### src/rtl/pio_seq_pkg.sv
package pio_seq_pkg;

  typedef enum logic [2:0] {
    PH_IDLE = 3'd0,
    PH_ADDR = 3'd1,
    PH_CE   = 3'd2,
    PH_STRB = 3'd3,
    PH_HOLD = 3'd4
  } pio_phase_e;

  // Clocks per timing unit for each multiplier code.
  function automatic logic [3:0] unit_clocks(input logic [1:0] code);
    case (code)
      2'd0:    unit_clocks = 4'd4;
      2'd1:    unit_clocks = 4'd1;
      2'd2:    unit_clocks = 4'd2;
      default: unit_clocks = 4'd8;
    endcase
  endfunction

endpackage

### src/rtl/pio_sync.sv
module pio_sync #(
  parameter int     STAGES  = 2,
  parameter logic   RST_VAL = 1'b1
) (
  input  logic clk,
  input  logic rst_n,
  input  logic d_async,
  output logic q_sync
);
  logic [STAGES-1:0] chain;

  genvar g;
  generate
    for (g = 0; g < STAGES; g++) begin : g_stage
      if (g == 0) begin : g_first
        always_ff @(posedge clk or negedge rst_n)
          if (!rst_n) chain[0] <= RST_VAL;
          else        chain[0] <= d_async;
      end else begin : g_next
        always_ff @(posedge clk or negedge rst_n)
          if (!rst_n) chain[g] <= RST_VAL;
          else        chain[g] <= chain[g-1];
      end
    end
  endgenerate

  assign q_sync = chain[STAGES-1];
endmodule

### src/rtl/pio_phase_timer.sv
module pio_phase_timer #(
  parameter int PW = 6
) (
  input  logic          clk,
  input  logic          rst_n,
  input  logic          clear,
  input  logic [PW-1:0] limit,
  input  logic [3:0]    unit,
  output logic          done
);
  logic [3:0]    ucnt;
  logic [PW-1:0] pcnt;
  logic [3:0]    unit_last;

  assign unit_last = unit - 4'd1;
  assign done      = (ucnt == unit_last) && (pcnt == limit);

  always_ff @(posedge clk or negedge rst_n) begin
    if (!rst_n) begin
      ucnt <= '0;
      pcnt <= '0;
    end else if (clear) begin
      ucnt <= '0;
      pcnt <= '0;
    end else if (!done) begin
      if (ucnt == unit_last) begin
        ucnt <= '0;
        pcnt <= pcnt + 1'b1;
      end else begin
        ucnt <= ucnt + 1'b1;
      end
    end
  end

  // the unit counter never runs past the selected unit length
  assert_unit_bound_R3: assert property (@(posedge clk) disable iff (!rst_n)
    (!clear) |-> (ucnt < unit));

  // a counting phase never skips past its limit
  assert_phase_bound_R2: assert property (@(posedge clk) disable iff (!rst_n)
    (!clear) |-> (pcnt <= limit));
endmodule

### src/rtl/pio_cycle_seq.sv
module pio_cycle_seq
  import pio_seq_pkg::*;
#(
  parameter int AW          = 8,
  parameter int PW          = 6,
  parameter int WAIT_LIMIT  = 256,
  parameter int SYNC_STAGES = 2
) (
  input  logic          clk,
  input  logic          rst_n,
  input  logic          req_valid,
  output logic          req_ready,
  input  logic          req_write,
  input  logic [AW-1:0] req_addr,
  input  logic [15:0]   req_wdata,
  input  logic [PW-1:0] cfg_adr,
  input  logic [PW-1:0] cfg_ce,
  input  logic [PW-1:0] cfg_strb,
  input  logic [PW-1:0] cfg_hold,
  input  logic [1:0]    cfg_mult,
  input  logic          cfg_wait_en,
  output logic [AW-1:0] bus_addr,
  output logic          bus_cs_n,
  output logic          bus_oe_n,
  output logic          bus_we_n,
  output logic [15:0]   bus_dout,
  output logic          bus_dout_en,
  input  logic [15:0]   bus_din,
  input  logic          bus_iordy,
  output logic          rsp_ack,
  output logic [15:0]   rsp_rdata,
  output logic          rsp_timeout
);
  localparam int WCW = $clog2(WAIT_LIMIT + 1);
  localparam logic [WCW-1:0] WLAST = WCW'(WAIT_LIMIT - 1);

  pio_phase_e    phase;
  logic          wr_q, wen_q;
  logic [AW-1:0] addr_q;
  logic [15:0]   wdata_q;
  logic [PW-1:0] f_adr, f_ce, f_strb, f_hold;
  logic [3:0]    unit_q;
  logic [WCW-1:0] wcnt;

  logic          iordy_s;
  logic          take, adv, stretch, cap_hit, tmr_done, tmr_clear;
  logic [PW-1:0] cur_limit;
  logic          in_cs, in_strb;

  pio_sync #(.STAGES(SYNC_STAGES), .RST_VAL(1'b1)) u_sync (
    .clk(clk), .rst_n(rst_n), .d_async(bus_iordy), .q_sync(iordy_s)
  );

  always_comb begin
    case (phase)
      PH_ADDR: cur_limit = f_adr;
      PH_CE:   cur_limit = f_ce;
      PH_STRB: cur_limit = f_strb;
      PH_HOLD: cur_limit = f_hold;
      default: cur_limit = '0;
    endcase
  end

  pio_phase_timer #(.PW(PW)) u_timer (
    .clk(clk), .rst_n(rst_n), .clear(tmr_clear),
    .limit(cur_limit), .unit(unit_q), .done(tmr_done)
  );

  assign req_ready = (phase == PH_IDLE);
  assign take      = req_ready && req_valid;
  assign in_strb   = (phase == PH_STRB);
  assign in_cs     = (phase == PH_CE) || in_strb || (phase == PH_HOLD);

  // Strobe is extended when its width is used up but the device is not ready.
  assign stretch = in_strb && tmr_done && wen_q && !iordy_s;
  assign cap_hit = stretch && (wcnt == WLAST);

  always_comb begin
    case (phase)
      PH_ADDR, PH_CE, PH_HOLD: adv = tmr_done;
      PH_STRB:                 adv = (tmr_done && !stretch) || cap_hit;
      default:                 adv = 1'b0;
    endcase
  end

  assign tmr_clear = (phase == PH_IDLE) || adv;

  always_ff @(posedge clk or negedge rst_n) begin
    if (!rst_n) begin
      phase   <= PH_IDLE;
      wr_q    <= 1'b0;
      wen_q   <= 1'b0;
      addr_q  <= '0;
      wdata_q <= '0;
      f_adr   <= '0;
      f_ce    <= '0;
      f_strb  <= '0;
      f_hold  <= '0;
      unit_q  <= 4'd1;
    end else if (take) begin
      phase   <= PH_ADDR;
      wr_q    <= req_write;
      wen_q   <= cfg_wait_en;
      addr_q  <= req_addr;
      wdata_q <= req_wdata;
      f_adr   <= cfg_adr;
      f_ce    <= cfg_ce;
      f_strb  <= cfg_strb;
      f_hold  <= cfg_hold;
      unit_q  <= unit_clocks(cfg_mult);
    end else if (adv) begin
      case (phase)
        PH_ADDR: phase <= PH_CE;
        PH_CE:   phase <= PH_STRB;
        PH_STRB: phase <= PH_HOLD;
        default: phase <= PH_IDLE;
      endcase
    end
  end

  always_ff @(posedge clk or negedge rst_n) begin
    if (!rst_n) begin
      wcnt        <= '0;
      rsp_ack     <= 1'b0;
      rsp_rdata   <= '0;
      rsp_timeout <= 1'b0;
    end else begin
      rsp_ack <= (phase == PH_HOLD) && adv;
      if (take) begin
        wcnt        <= '0;
        rsp_timeout <= 1'b0;
      end else begin
        if (stretch && !cap_hit) wcnt <= wcnt + 1'b1;
        if (cap_hit)             rsp_timeout <= 1'b1;
      end
      if (in_strb && adv && !wr_q) rsp_rdata <= bus_din;
    end
  end

  assign bus_addr    = addr_q;
  assign bus_cs_n    = !in_cs;
  assign bus_oe_n    = !(in_strb && !wr_q);
  assign bus_we_n    = !(in_strb && wr_q);
  assign bus_dout    = wdata_q;
  assign bus_dout_en = in_cs && wr_q;

  // no strobe outside chip select
  assert_strobe_in_cs_R5: assert property (@(posedge clk) disable iff (!rst_n)
    (!bus_oe_n || !bus_we_n) |-> !bus_cs_n);

  // acknowledge is a single-clock pulse
  assert_ack_pulse_R6: assert property (@(posedge clk) disable iff (!rst_n)
    rsp_ack |=> !rsp_ack);

  // acknowledge only comes when the bus is released
  assert_ack_idle_R6: assert property (@(posedge clk) disable iff (!rst_n)
    rsp_ack |-> (bus_cs_n && req_ready));

  // address held stable while busy
  assert_addr_hold_R12: assert property (@(posedge clk) disable iff (!rst_n)
    (!req_ready && !$past(req_ready)) |-> $stable(bus_addr));

  // wait counter stays below the limit
  assert_wait_cap_R11: assert property (@(posedge clk) disable iff (!rst_n)
    wcnt < WCW'(WAIT_LIMIT));

  // with wait mode off the strobe ends when its width is used up
  assert_nowait_end_R10: assert property (@(posedge clk) disable iff (!rst_n)
    (in_strb && tmr_done && !wen_q) |=> bus_oe_n && bus_we_n);
endmodule

### config.mk
export PLATFORM = sky130hd
export DESIGN_NAME = pio_cycle_seq
export DESIGN_NICKNAME = d
export VERILOG_FILES = /design/src/rtl/pio_seq_pkg.sv /design/src/rtl/pio_sync.sv /design/src/rtl/pio_phase_timer.sv /design/src/rtl/pio_cycle_seq.sv
export SDC_FILE = /design/constraint.sdc
export NUM_CORES = 1
export LEC_CHECK = 0
export BUFFER_PORTS_ARGS = -buffer_cell sky130_fd_sc_hd__buf_2
export CORE_MARGIN = 2
export CORE_UTILIZATION = 48
export CTS_CLUSTER_DIAMETER = 30
export DETAILED_ROUTE_END_ITERATION = 16
export GPL_TIMING_DRIVEN = 0
export PLACE_DENSITY = 0.83
export SYNTH_ARGS = -nofsm -noshare
export SYNTH_HDL_FRONTEND = slang
export SYNTH_SLANG_ARGS = --single-unit
### constraint.sdc
create_clock -name clk -period 6.9 [get_ports clk]
set_clock_uncertainty 0.1 [all_clocks]
set_input_delay 1.38 -clock clk [delete_from_list [all_inputs] [get_ports clk]]
set_output_delay 1.38 -clock clk [all_outputs]
set_load 0.02 [all_outputs]
* Word level (Yosys, flattened, before mapping)
Cells that the tools add are included.
** Storage, ports and cells
- Bits of input ports :: 72
- Register bits after elaboration :: 96
- Output and inout bits :: 47
- Logic and storage cells :: 81
** Operators by class
- Eq/ne operators :: 10
- Multiplexer cells :: 16
- $add $sub $neg :: 4
- Reductions and logical operators :: 33
** Operators with widths (count)
- one-hot mux 6 bit (4 select lines) :: 1
- two-way mux 6 bit :: 3
- two-way mux 9 bit :: 2
- logical AND 1 bit :: 14
- two-way mux 4 bit :: 3
- one-hot mux 4 bit (3 select lines) :: 1
- adder 9 x 1 -> 9 bit (second input constant) :: 1
- == test 9 x 8 -> 1 bit (second input constant) :: 1
- one-hot mux 3 bit (3 select lines) :: 1
- nonzero test 2 bit :: 4
- zero test 1 bit :: 7
- adder 6 x 1 -> 6 bit (second input constant) :: 1
- == test 3 x 2 -> 1 bit (second input constant) :: 2
- == test 6 bit :: 1
- two-way mux 3 bit :: 2
- adder 4 x 1 -> 4 bit (second input constant) :: 1
- == test 4 bit :: 1
- logical OR 1 bit :: 4
- subtractor 4 x 1 -> 4 bit (second input constant) :: 1
- == test 3 x 1 -> 1 bit (second input constant) :: 1
- == test 3 bit (second input constant) :: 1
- zero test 3 bit :: 1
- OR reduction 3 bit :: 1
- == test 2 x 1 -> 1 bit (second input constant) :: 1
- 6 further kinds :: 7

* Logic depth before layout (Yosys ltp)
Gate-level depths: netlist of the first run.
- Depth after elaboration :: 14
- Gate-level depth with buffers :: 11
- Gate-level depth less buffers :: 9

* Modules after synthesis
From an unflattened synthesis of the first run, not the netlist that was laid out.
** Second synthesis, totals
- Cells, all modules :: 455
- Area, all modules :: 4425.5 sq um
** Modules (own cells, without submodules)
- pio_cycle_seq :: cells an instance 381, area an instance 3681.0 sq um, times used 1
- pio_phase_timer :: cells an instance 72, area an instance 691.9 sq um, times used 1
- pio_sync :: cells an instance 2, area an instance 52.6 sq um, times used 1

* Worst setup path after synthesis of the first run
Ideal clock, no wire load.
- Kind :: reg-to-reg
- Start :: reg unit_q[0]
- End :: reg rsp_rdata[10]
- Path slack :: 3905 ps
- Library setup time :: 125 ps
- Buffers on the path :: 2
- Required time :: 6675 ps
- Arrival time :: 2770 ps
- Stages on the path, launching flop included :: 12
- Path through :: dfstp_2 inv_1 ha_1 xor2_1 nand2_1 nor3_4 o221ai_2 nor4b_4 or3b_1 buf_6 buf_12 mux2_4
** On the way
- Word-level cells in the longest chain between the ends :: 12
** Ends and longest elaborated chain
- start: declaration :: RTL line pio_cycle_seq.sv:42 : logic [3:0] unit_q;
- start signal: assignment :: RTL line pio_cycle_seq.sv:110 : unit_q <= unit_clocks(cfg_mult);
- subtractor 4 x 1 -> 4 bit (*) :: RTL line pio_phase_timer.sv:15 : assign unit_last = unit - 4'd1;
- == test 4 bit (*) :: RTL line pio_phase_timer.sv:16 : assign done = (ucnt == unit_last) && (pcnt == limit);
- logical AND 1 bit (*) :: RTL line pio_phase_timer.sv:16
- logical AND 1 bit (3 in a row) :: RTL line pio_cycle_seq.sv:75 : assign stretch = in_strb && tmr_done && wen_q && !iordy_s;
- zero test 1 bit :: RTL line pio_cycle_seq.sv:81 : PH_STRB: adv = (tmr_done && !stretch) || cap_hit;
- logical AND 1 bit :: RTL line pio_cycle_seq.sv:81
- logical OR 1 bit :: RTL line pio_cycle_seq.sv:81
- one-hot mux 1 bit (2 select lines) (*) :: RTL line pio_cycle_seq.sv:79 : case (phase)
- logical AND 1 bit (*) (2 in a row) :: RTL line pio_cycle_seq.sv:136 : if (in_strb && adv && !wr_q) rsp_rdata <= bus_din;
- end signal: assignment :: RTL line pio_cycle_seq.sv:136
- end: declaration :: RTL line pio_cycle_seq.sv:31 : output logic [15:0] rsp_rdata,
Mark *: on every way between the ends. The rest lies on a longest branch, timed or not.
A chain may end at the register's enable or synchronous reset.

* Worst setup path after layout of the first run
- Start :: reg wcnt[0]
- End :: reg rsp_rdata[12]
** On the way
- Word-level cells in the longest chain between the ends :: 6
** Ends and longest elaborated chain
- start: declaration :: RTL line pio_cycle_seq.sv:43 : logic [WCW-1:0] wcnt;
- start signal: assignment :: RTL line pio_cycle_seq.sv:133 : if (stretch && !cap_hit) wcnt <= wcnt + 1'b1;
- == test 9 x 8 -> 1 bit :: RTL line pio_cycle_seq.sv:76 : assign cap_hit = stretch && (wcnt == WLAST);
- logical AND 1 bit :: RTL line pio_cycle_seq.sv:76
- logical OR 1 bit :: RTL line pio_cycle_seq.sv:81
- one-hot mux 1 bit (2 select lines) :: RTL line pio_cycle_seq.sv:79
- logical AND 1 bit (2 in a row) :: RTL line pio_cycle_seq.sv:136
Every way passes these cells.

==> flow_summary.json, run 1 <==
{
  "r2r-start": "wcnt[0]",
  "power_density_nw_per_um2": 390,
  "slew_viol_final": 0,
  "synth_top_cell_area_share": 0.510,
  "cp.required_ps": 7050,
  "synthFlopType": "dfrtp_1",
  "synth_most_common_cell": "nand2_1",
  "synth_nets": 547,
  "clockRootBuffer": "clkbuf_8",
  "tns_ps": 0,
  "cts_made_buffers": 9,
  "rsz0062_at_grt": "false",
  "drtIter0Drc": 203,
  "fin_nets": 677,
  "cpPeakStageDelay_ps": 790,
  "yosysUniqueCellTypes": 64,
  "ir_drop_mv": 0.209,
  "routabilityCongestion": 0.894,
  "async_flop_share": 1.00,
  "crit_top_cell": "ha_1",
  "final-setup-viol-count": 0,
  "post_cts_resized": 0,
  "critPathKind": "flop to flop",
  "syn_to_final_growth_pct": 21.6,
  "min_from": "u_sync.chain[0]",
  "fp-row-count": 35,
  "synthTopCellsByCount": "nand2_1, dfrtp_1, nand3_1",
  "syn_area_um2": 4560,
  "cts_tree": "done",
  "synth-edff-count": 0,
  "portBuffers": 118,
  "synth_top_area_cell": "dfrtp_1",
  "drive_gt1_frac": 0.288,
  "maxSlewHeadroom": 0.371,
  "via_count": 3841,
  "wirelength_um": 10500,
  "rrSetupSlack_ps": 3550,
  "rr_worst_depth": 10,
  "cts-htree-levels": 3,
  "worst_slew_pin_slew_ps": 931,
  "outcome": "complete, no violations",
  "die-area_um2": 10300,
  "cts_hold_buf": 0,
  "post_drt_wl_per_cell_um": 14.3,
  "design_area_um2": 5550,
  "end_kind": "flop",
  "drt_drc_violations_left": 0,
  "r2r-end": "rsp_rdata[12]",
  "syn_area_per_cell_um2": 9.70,
  "grtUsageTotal": 0.213,
  "finalCriticalPeriod_ps": 3350,
  "min_path_cells": 0,
  "clkSlewWorstSetupHoldPaths_ps": 100,
  "place_area_um2": 5340,
  "cts_setup_buffers": 0,
  "yosysWarningCount": 0,
  "critPathLaunchType": "flop",
  "viasPerCell": 5.23,
  "grt_pass1_vias": 3687,
  "antenna_cells": 0,
  "worstPathCellList": "ha_1, nand3_1, nor2_1, ha_1, or3b_2, o311ai_0, or3b_1, buf_6, buf_12, mux2_4",
  "crit_arrival_ps": 3500,
  "overflow": 0,
  "ys_ff_latch": 96,
  "fp.coreArea_um2": 9240,
  "min_path_type": "flop to flop",
  "hpwl_um": 7560,
  "cap_violations": 0,
  "cts_buffer_depth": 2,
  "cp_max_fo": 10,
  "syn_inst": 470,
  "clock_latency_ps": 370,
  "grt_pass1_wl_um": 17300,
  "die_w_um": 101,
  "hold_viol": 0,
  "synth_area_leaders": "dfrtp_1, nand2_1, mux2_4",
  "start_util": 0.493,
  "cts.sinks": 96,
  "ant_nets": 0,
  "power_leakage_nw": 2.80,
  "grt_max_degree": 57,
  "drt-pass1-iter-count": 5,
  "max_freq_mhz": 299,
  "cp_slowest_cell": "o311ai_0",
  "fin_crit_sh": 0.485,
  "chipHeight_um": 101,
  "min_to": "u_sync.q_sync",
  "synth_seq_area_share": 0.528,
  "ioPinCount": 119,
  "antenna_found_initial": 0
}
registers in the layout, indices dropped and copies added (netlist names):
name           cells
u_timer.pcnt       6
f_ce               6
bus_dout          16
u_timer.ucnt       4
f_strb             6
f_adr              6
wcnt               9
wen_q              1
wr_q               1
phase              3
unit_q             4
bus_addr           8
f_hold             6
rsp_ack            1
rsp_rdata         16
u_sync.q_sync      1
rsp_timeout        1
u_sync.chain       1
layer usage:
| layer | track usage | wire [µm] | up-vias |
|---|---|---|---|
| met5 | 0 | 0 | - |
| met4 | 0.0686 | 159 | 0 |
| met3 | 0.0497 | 629 | 13 |
| met2 | 0.337 | 4990 | 143 |
| met1 | 0.293 | 4700 | 1822 |
| li1 | - | - | 1863 |
worst max-delay path by stage:
stage          slack (ps)  cells after the start            end  startpoint
2_1_floorplan        3910                     11  rsp_rdata[10]   unit_q[0]
6_report             3550                     10  rsp_rdata[12]     wcnt[0]
5_1_grt              3420                     10  rsp_rdata[12]     wcnt[0]
3_3_place_gp         3480                      1   rsp_rdata[8]       rst_n
3_5_place_dp         3620                     10  rsp_rdata[13]     wcnt[0]
4_1_cts              3600                     10  rsp_rdata[12]     wcnt[0]
cell type report:
class,instances,area [µm²]
Multi-Input combinational cell,340,1990
Inverter,11,41.3
Clock buffer,10,138
Clock inverter,6,66.3
Buffer,23,125
Fill cell,793,3690
Tap cell,129,161
Timing Repair Buffer,119,621
Sequential cell,96,2410
per-stage QoR:
step | util | cells | setup WS [ps] | power (mW) | hold WS (ps)
after global placement | 0.575 | 717 | 3480 | 1.74 | 248
after detailed placement | 0.578 | 718 | 3620 | 1.79 | 249
final | 0.600 | 734 | 3550 | 2.17 | 268
after CTS | 0.600 | 734 | 3600 | 2.17 | 265
after floorplan | - | 470 | 3910 | 1.51 | 245
after global routing | 0.600 | 734 | 3420 | 2.32 | 278
report_power, final:
group,switching [mW],total (mW),internal (mW)
clock,0.202,0.382,0.180
sequential,0.145,0.911,0.766
combinational,0.531,0.872,0.341
layout by cell type (no fill, tap or decap), types with 3 or more instances in the layout:
cell,count
clkbuf_1,15
or4_1,7
nand4_1,3
and2_1,3
and3_1,3
dfrtp_1,93
dfstp_2,3
a21o_1,3
a21oi_1,7
ha_1,5
mux2i_1,5
inv_1,11
a31oi_1,3
o21ai_0,13
clkbuf_8,10
nand3_1,16
nand2_1,173
or3_1,5
nor2b_1,3
nor2_1,8
mux2_4,10
buf_2,120
o22ai_1,3
a22o_1,4
nand3b_1,4
xor2_1,4
xnor2_1,4
mux2_2,6
o31ai_1,8
cell families (layout without fill, tap and decap cells):
kind of cell	Yosys count	count (layout)	share of synthesized area
AO/OA/AOI/OAI	58	58	0.0886
XOR/XNOR	8	8	0.0154
adder cells (fa/ha/maj)	5	5	0.0137
buffers and inverters	34	169	0.0365
flip-flops	96	96	0.528
multiplexers	22	22	0.0612
AND/OR/NAND/NOR	247	247	0.257
worst max-delay path: cells and delay by family (launching register included):
family | cells | cell delay, ps
and+or+nand+nor | 4 | 850
AOI/OAI and AO/OA | 1 | 790
adders and majority gates | 2 | 470
DFF | 1 | 430
muxes | 1 | 300
buffers and inverters | 2 | 290
Note: power is estimated with default switching activity, not from simulation.
==> run 2, diff against run 1 <==
Clock period 6.9 ns to 3.4 ns, I/O delays scaled along.
==> flow_summary.json, run 2 (synthesis gave the netlist of run 1 again) <==
{
  "grt_pass1_vias": 3687,
  "worstPathCellList": "inv_1, ha_1, xor2_1, nand2_1, nor3_4, o221ai_2, nor4b_4, or3b_1, buf_6, buf_12, mux2_4",
  "cts_hold_buf": 0,
  "crit_arrival_ps": 3420,
  "syn_to_final_growth_pct": 21.8,
  "chipHeight_um": 101,
  "die_w_um": 101,
  "dp_cells": 718,
  "cts_buffer_depth": 2,
  "hpwl_um": 7560,
  "grt_pass1_wl_um": 17300,
  "crit_family": "simple AND/OR/NAND/NOR gates",
  "antenna_found_initial": 0,
  "clock_latency_ps": 360,
  "cp.required_ps": 3550,
  "end_kind": "flop",
  "critPathKind": "flop to flop",
  "routabilityCongestion": 0.894,
  "final_common_cell": "nand2_1",
  "clkSlewWorstSetupHoldPaths_ps": 100,
  "fin_nets": 677,
  "drt_drc_violations_left": 0,
  "hold_viol": 0,
  "fp.coreArea_um2": 9240,
  "cts_tree": "done",
  "fin_cells": 734,
  "grt_max_degree": 57,
  "wirelength_um": 10500,
  "cp_slowest_cell": "dfstp_2",
  "clockRootBuffer": "clkbuf_8",
  "drive_gt1_frac": 0.288,
  "maxSlewHeadroom": 0.411,
  "antenna_cells": 0,
  "start_util": 0.493,
  "power_density_nw_per_um2": 793,
  "min_path_type": "input pin to asynchronous set/reset pin",
  "post_drt_wl_per_cell_um": 14.3,
  "viasPerCell": 5.27,
  "r2r-end": "rsp_rdata[12]",
  "ioPinCount": 119,
  "drtIter0Drc": 199,
  "max_freq_mhz": 306,
  "rsz0062_at_grt": "false",
  "cts_made_buffers": 9,
  "r2r-start": "unit_q[0]",
  "worst_slew_pin_slew_ps": 876,
  "layout.cells.most_common_list": "nand2_1, buf_2, dfrtp_1",
  "finalCriticalPeriod_ps": 3270,
  "overflow": 0,
  "cts-htree-levels": 3,
  "cp_max_fo": 10,
  "critPathLaunchType": "flop",
  "rrSetupSlack_ps": 130,
  "fin_crit_sh": 0.962,
  "power_leakage_nw": 2.81,
  "rr_worst_depth": 11,
  "drt-pass1-iter-count": 4,
  "fp-row-count": 35,
  "ir_drop_mv": 0.426,
  "power_mw": 4.40,
  "outcome": "complete, no violations",
  "slew_viol_final": 0,
  "grtUsageTotal": 0.213,
  "via_count": 3870,
  "cts.sinks": 96,
  "post_cts_resized": 0,
  "tns_ps": 0,
  "cap_violations": 0,
  "cpPeakStageDelay_ps": 560,
  "critPathBufInv": 3,
  "die-area_um2": 10300,
  "final-setup-viol-count": 0,
  "portBuffers": 118,
  "ant_nets": 0,
  "cts_setup_buffers": 0
}
run 2: cell count changes in the layout (fill, tap and decap cells not counted):
| cell | change |
|---|---|
| nor3b_2 | -1 |
| nor3b_4 | +1 |
| o311ai_0 | -1 |
| o311ai_1 | +1 |
run 2: layout make-up:
class                           instances  area, µm²
Fill cell                             791       3690
Multi-Input combinational cell        340       1990
Inverter                               11       41.3
Tap cell                              129        161
Buffer                                 23        125
Clock inverter                          6       66.3
Sequential cell                        96       2410
Clock buffer                           10        138
Timing Repair Buffer                  119        621
run 2: power by group:
part | total, mW | switching, mW | internal, mW
combinational | 1.78 | 1.08 | 0.697
clock | 0.772 | 0.407 | 0.364
sequential | 1.85 | 0.299 | 1.55
total | 4.40 | 1.79 | 2.62
run 2: metal layers:
| metal | part of all wire | GRT usage |
|---|---|---|
| met1 | 0.45 | 0.293 |
| met4 | 0.017 | 0.0686 |
| met2 | 0.47 | 0.337 |
| met3 | 0.061 | 0.0497 |
| met5 | 0 | 0 |
run 2: worst max-delay path by stage:
stage / from / slack (ps) / endpoint / cells past startpoint
2_1_floorplan: unit_q[0] / 410 / rsp_rdata[10] / 11
3_3_place_gp: wcnt[0] / 100 / rsp_rdata[13] / 10
3_5_place_dp: wcnt[0] / 120 / rsp_rdata[13] / 10
5_1_grt: phase[0] / 3 / wcnt[7] / 10
6_report: unit_q[0] / 130 / rsp_rdata[12] / 11
4_1_cts: wcnt[0] / 100 / rsp_rdata[12] / 10
run 2: worst register-to-register path: cells and delay by family, from the launching register on:
family,cells,cell delay [ps]
and+or+nand+nor,4,1230
DFF,1,560
buffers and inverters,3,370
adders and majority gates,1,300
muxes,1,300
AOI/OAI and AO/OA,1,160
xor gates and xnor gates,1,150
run 2: metrics by stage:
step           cell area [µm²]  hold WS (ps)   util  worst slack [ps]
6_report                  5550           183  0.601               128
2_1_floorplan             4560           245      -               405
3_5_place_dp              5340           249  0.578               122
5_1_grt                   5550           200  0.601              2.62
3_3_place_gp              5310           248  0.575              96.8
4_1_cts                   5550           197  0.600               101
==> run 3, diff against run 2 <==
--- a/config.mk
+++ b/config.mk
@@ -11,4 +11,5 @@
 export CTS_CLUSTER_DIAMETER = 30
 export DETAILED_ROUTE_END_ITERATION = 16
+export GPL_ROUTABILITY_DRIVEN = 0
 export GPL_TIMING_DRIVEN = 0
 export PLACE_DENSITY = 0.83
==> constraint.sdc (replaced) <==
create_clock -name clk -period 3.4 [get_ports clk]
set_clock_uncertainty 0.1 [all_clocks]
set_input_delay 0.17 -clock clk [delete_from_list [all_inputs] [get_ports clk]]
set_output_delay 0.17 -clock clk [all_outputs]
set_load 0.02 [all_outputs]
==> flow_summary.json, run 3 (synthesis gave the netlist of run 1 again) <==
{
  "outcome": "complete, no violations",
  "crit_arrival_ps": 3340,
  "overflow": 0,
  "comb_power_share": 0.418,
  "ir_drop_mv": 0.407,
  "max_freq_mhz": 313,
  "cts_buffer_depth": 2,
  "power_density_nw_per_um2": 723,
  "cts_made_buffers": 9,
  "drt-pass1-iter-count": 5,
  "fp.coreArea_um2": 9240,
  "p_switching_mw": 1.86,
  "critPathKind": "flop to flop",
  "critPathLaunchType": "flop",
  "power_mw": 4.54,
  "wirelength_um": 12500,
  "post_drt_wl_per_cell_um": 15.5,
  "seqCellArea_um2": 2410,
  "via_count": 4229,
  "drive_gt1_frac": 0.261,
  "cts_tree": "done",
  "worstPathCellList": "inv_1, ha_1, xor2_1, nand2_1, nor3_4, o221ai_2, nor4b_4, or3b_1, buf_6, buf_12, mux2_4",
  "ant_nets": 0,
  "grt_max_degree": 57,
  "seqPwrFrac": 0.411,
  "power_leakage_nw": 3.12,
  "design_area_um2": 6280,
  "min_path_type": "input pin to asynchronous set/reset pin",
  "clkSlewWorstSetupHoldPaths_ps": 90,
  "cp_max_fo": 10,
  "chipHeight_um": 101,
  "nFillCells": 652,
  "die-area_um2": 10300,
  "grtUsageTotal": 0.252,
  "fin_nets": 750,
  "fin_crit_sh": 0.939,
  "die_w_um": 101,
  "multi_input_area_um2": 1990,
  "p_sw_frac": 0.410,
  "start_util": 0.493,
  "final_common_cell": "nand2_1",
  "slew_viol_final": 0,
  "grt_pass1_vias": 4319,
  "hold_viol": 0,
  "antenna_found_initial": 0,
  "cp_slowest_cell": "dfstp_2",
  "drt_drc_violations_left": 0,
  "dp_cells": 718,
  "clock_latency_ps": 370,
  "p_int_mw": 2.68,
  "ioPinCount": 119,
  "layout.cells.most_common_list": "nand2_1, buf_2, dfrtp_1",
  "antenna_cells": 0,
  "maxSlewHeadroom": 0.419,
  "portBuffers": 118,
  "end_kind": "flop",
  "place_area_um2": 5340,
  "tns_ps": 0,
  "grt_pass1_wl_um": 20200,
  "cts-htree-levels": 3,
  "worst_slew_pin_slew_ps": 865,
  "fin_cells": 807,
  "cap_violations": 0,
  "drtIter0Drc": 251,
  "cp.required_ps": 3550,
  "clkPwrFrac": 0.172,
  "fp-row-count": 35,
  "clockRootBuffer": "clkbuf_8",
  "finalCriticalPeriod_ps": 3190,
  "hold_slack_ps": 216,
  "rsz0062_at_grt": "false",
  "syn_to_final_growth_pct": 37.7,
  "cts.sinks": 96,
  "hpwl_um": 7560,
  "final-setup-viol-count": 0,
  "cpPeakStageDelay_ps": 560,
  "viasPerCell": 5.24
}
run 3: cell types whose count changed in the layout (fill, tap and decap cells not counted), sizes merged:
cell	delta
dlygate4sd3	+71
buf	+2
run 3: power by group through the flow:
stage | combinational [mW] | sequential [mW] | clock, mW
2_1_floorplan | 1.08 | 1.99 | 0
3_3_place_gp | 1.68 | 1.84 | 0
3_5_place_dp | 1.77 | 1.86 | 0
4_1_cts | 1.84 | 1.84 | 0.790
5_1_grt | 2.09 | 1.91 | 0.842
6_report | 1.90 | 1.86 | 0.780
run 3: per-layer routing:
metal / vias up / track usage / share of wire
met5: - / 0 / 0
met4: 0 / 0.0780 / 0.018
met3: 26 / 0.0559 / 0.057
met1: 2023 / 0.317 / 0.41
met2: 181 / 0.437 / 0.52
li1: 1999 / - / -
run 3: path summary, 6_finish.rpt:
path / startpoint / end / slack [ps] / cells past startpoint
max: unit_q[0] / rsp_rdata[12] / 210 / 11
min: rst_n / bus_addr[6] / 220 / 2
max reg2reg: unit_q[0] / rsp_rdata[12] / 210 / 11
min reg2reg: u_sync.chain[0] / u_sync.q_sync / 260 / 0
max in group asynchronous: rst_n / unit_q[0] / 2290 / 3
min in group clk: u_sync.chain[0] / u_sync.q_sync / 260 / 0
run 3: final cells by class:
type,count,area share
plain buffers,23,0.0201
flip-flops and latches,96,0.383
clock buffers,10,0.0219
clock inverters,6,0.0106
multi-input cells,340,0.317
well taps,129,0.0257
inverters,11,0.00658
repair buffers,192,0.214
run 3: timing repair:
item                                    in CTS  in global routing
endpoints found under the setup margin       0                 12
endpoints found under the hold margin      109                  0
buffers inserted                             0                  2
hold buffers                                71                  0
resized for setup                            0                  4
run 3: critical path, delay by kind of cell, from the launching register on:
| family | cells | cell delay, ps |
|---|---|---|
| XOR/XNOR | 1 | 150 |
| buffers and inverters | 3 | 370 |
| AND/OR/NAND/NOR | 4 | 1150 |
| adder cells (fa/ha/maj) | 1 | 300 |
| AO/OA/AOI/OAI | 1 | 170 |
| multiplexers | 1 | 290 |
| flip-flops | 1 | 560 |
run 3: per-stage QoR:
step | utilization | setup slack (ps)
final | 0.679 | 208
after global routing | 0.679 | 69.7
after CTS | 0.677 | 101
after detailed placement | 0.578 | 122
after global placement | 0.575 | 96.8
after floorplan | - | 405
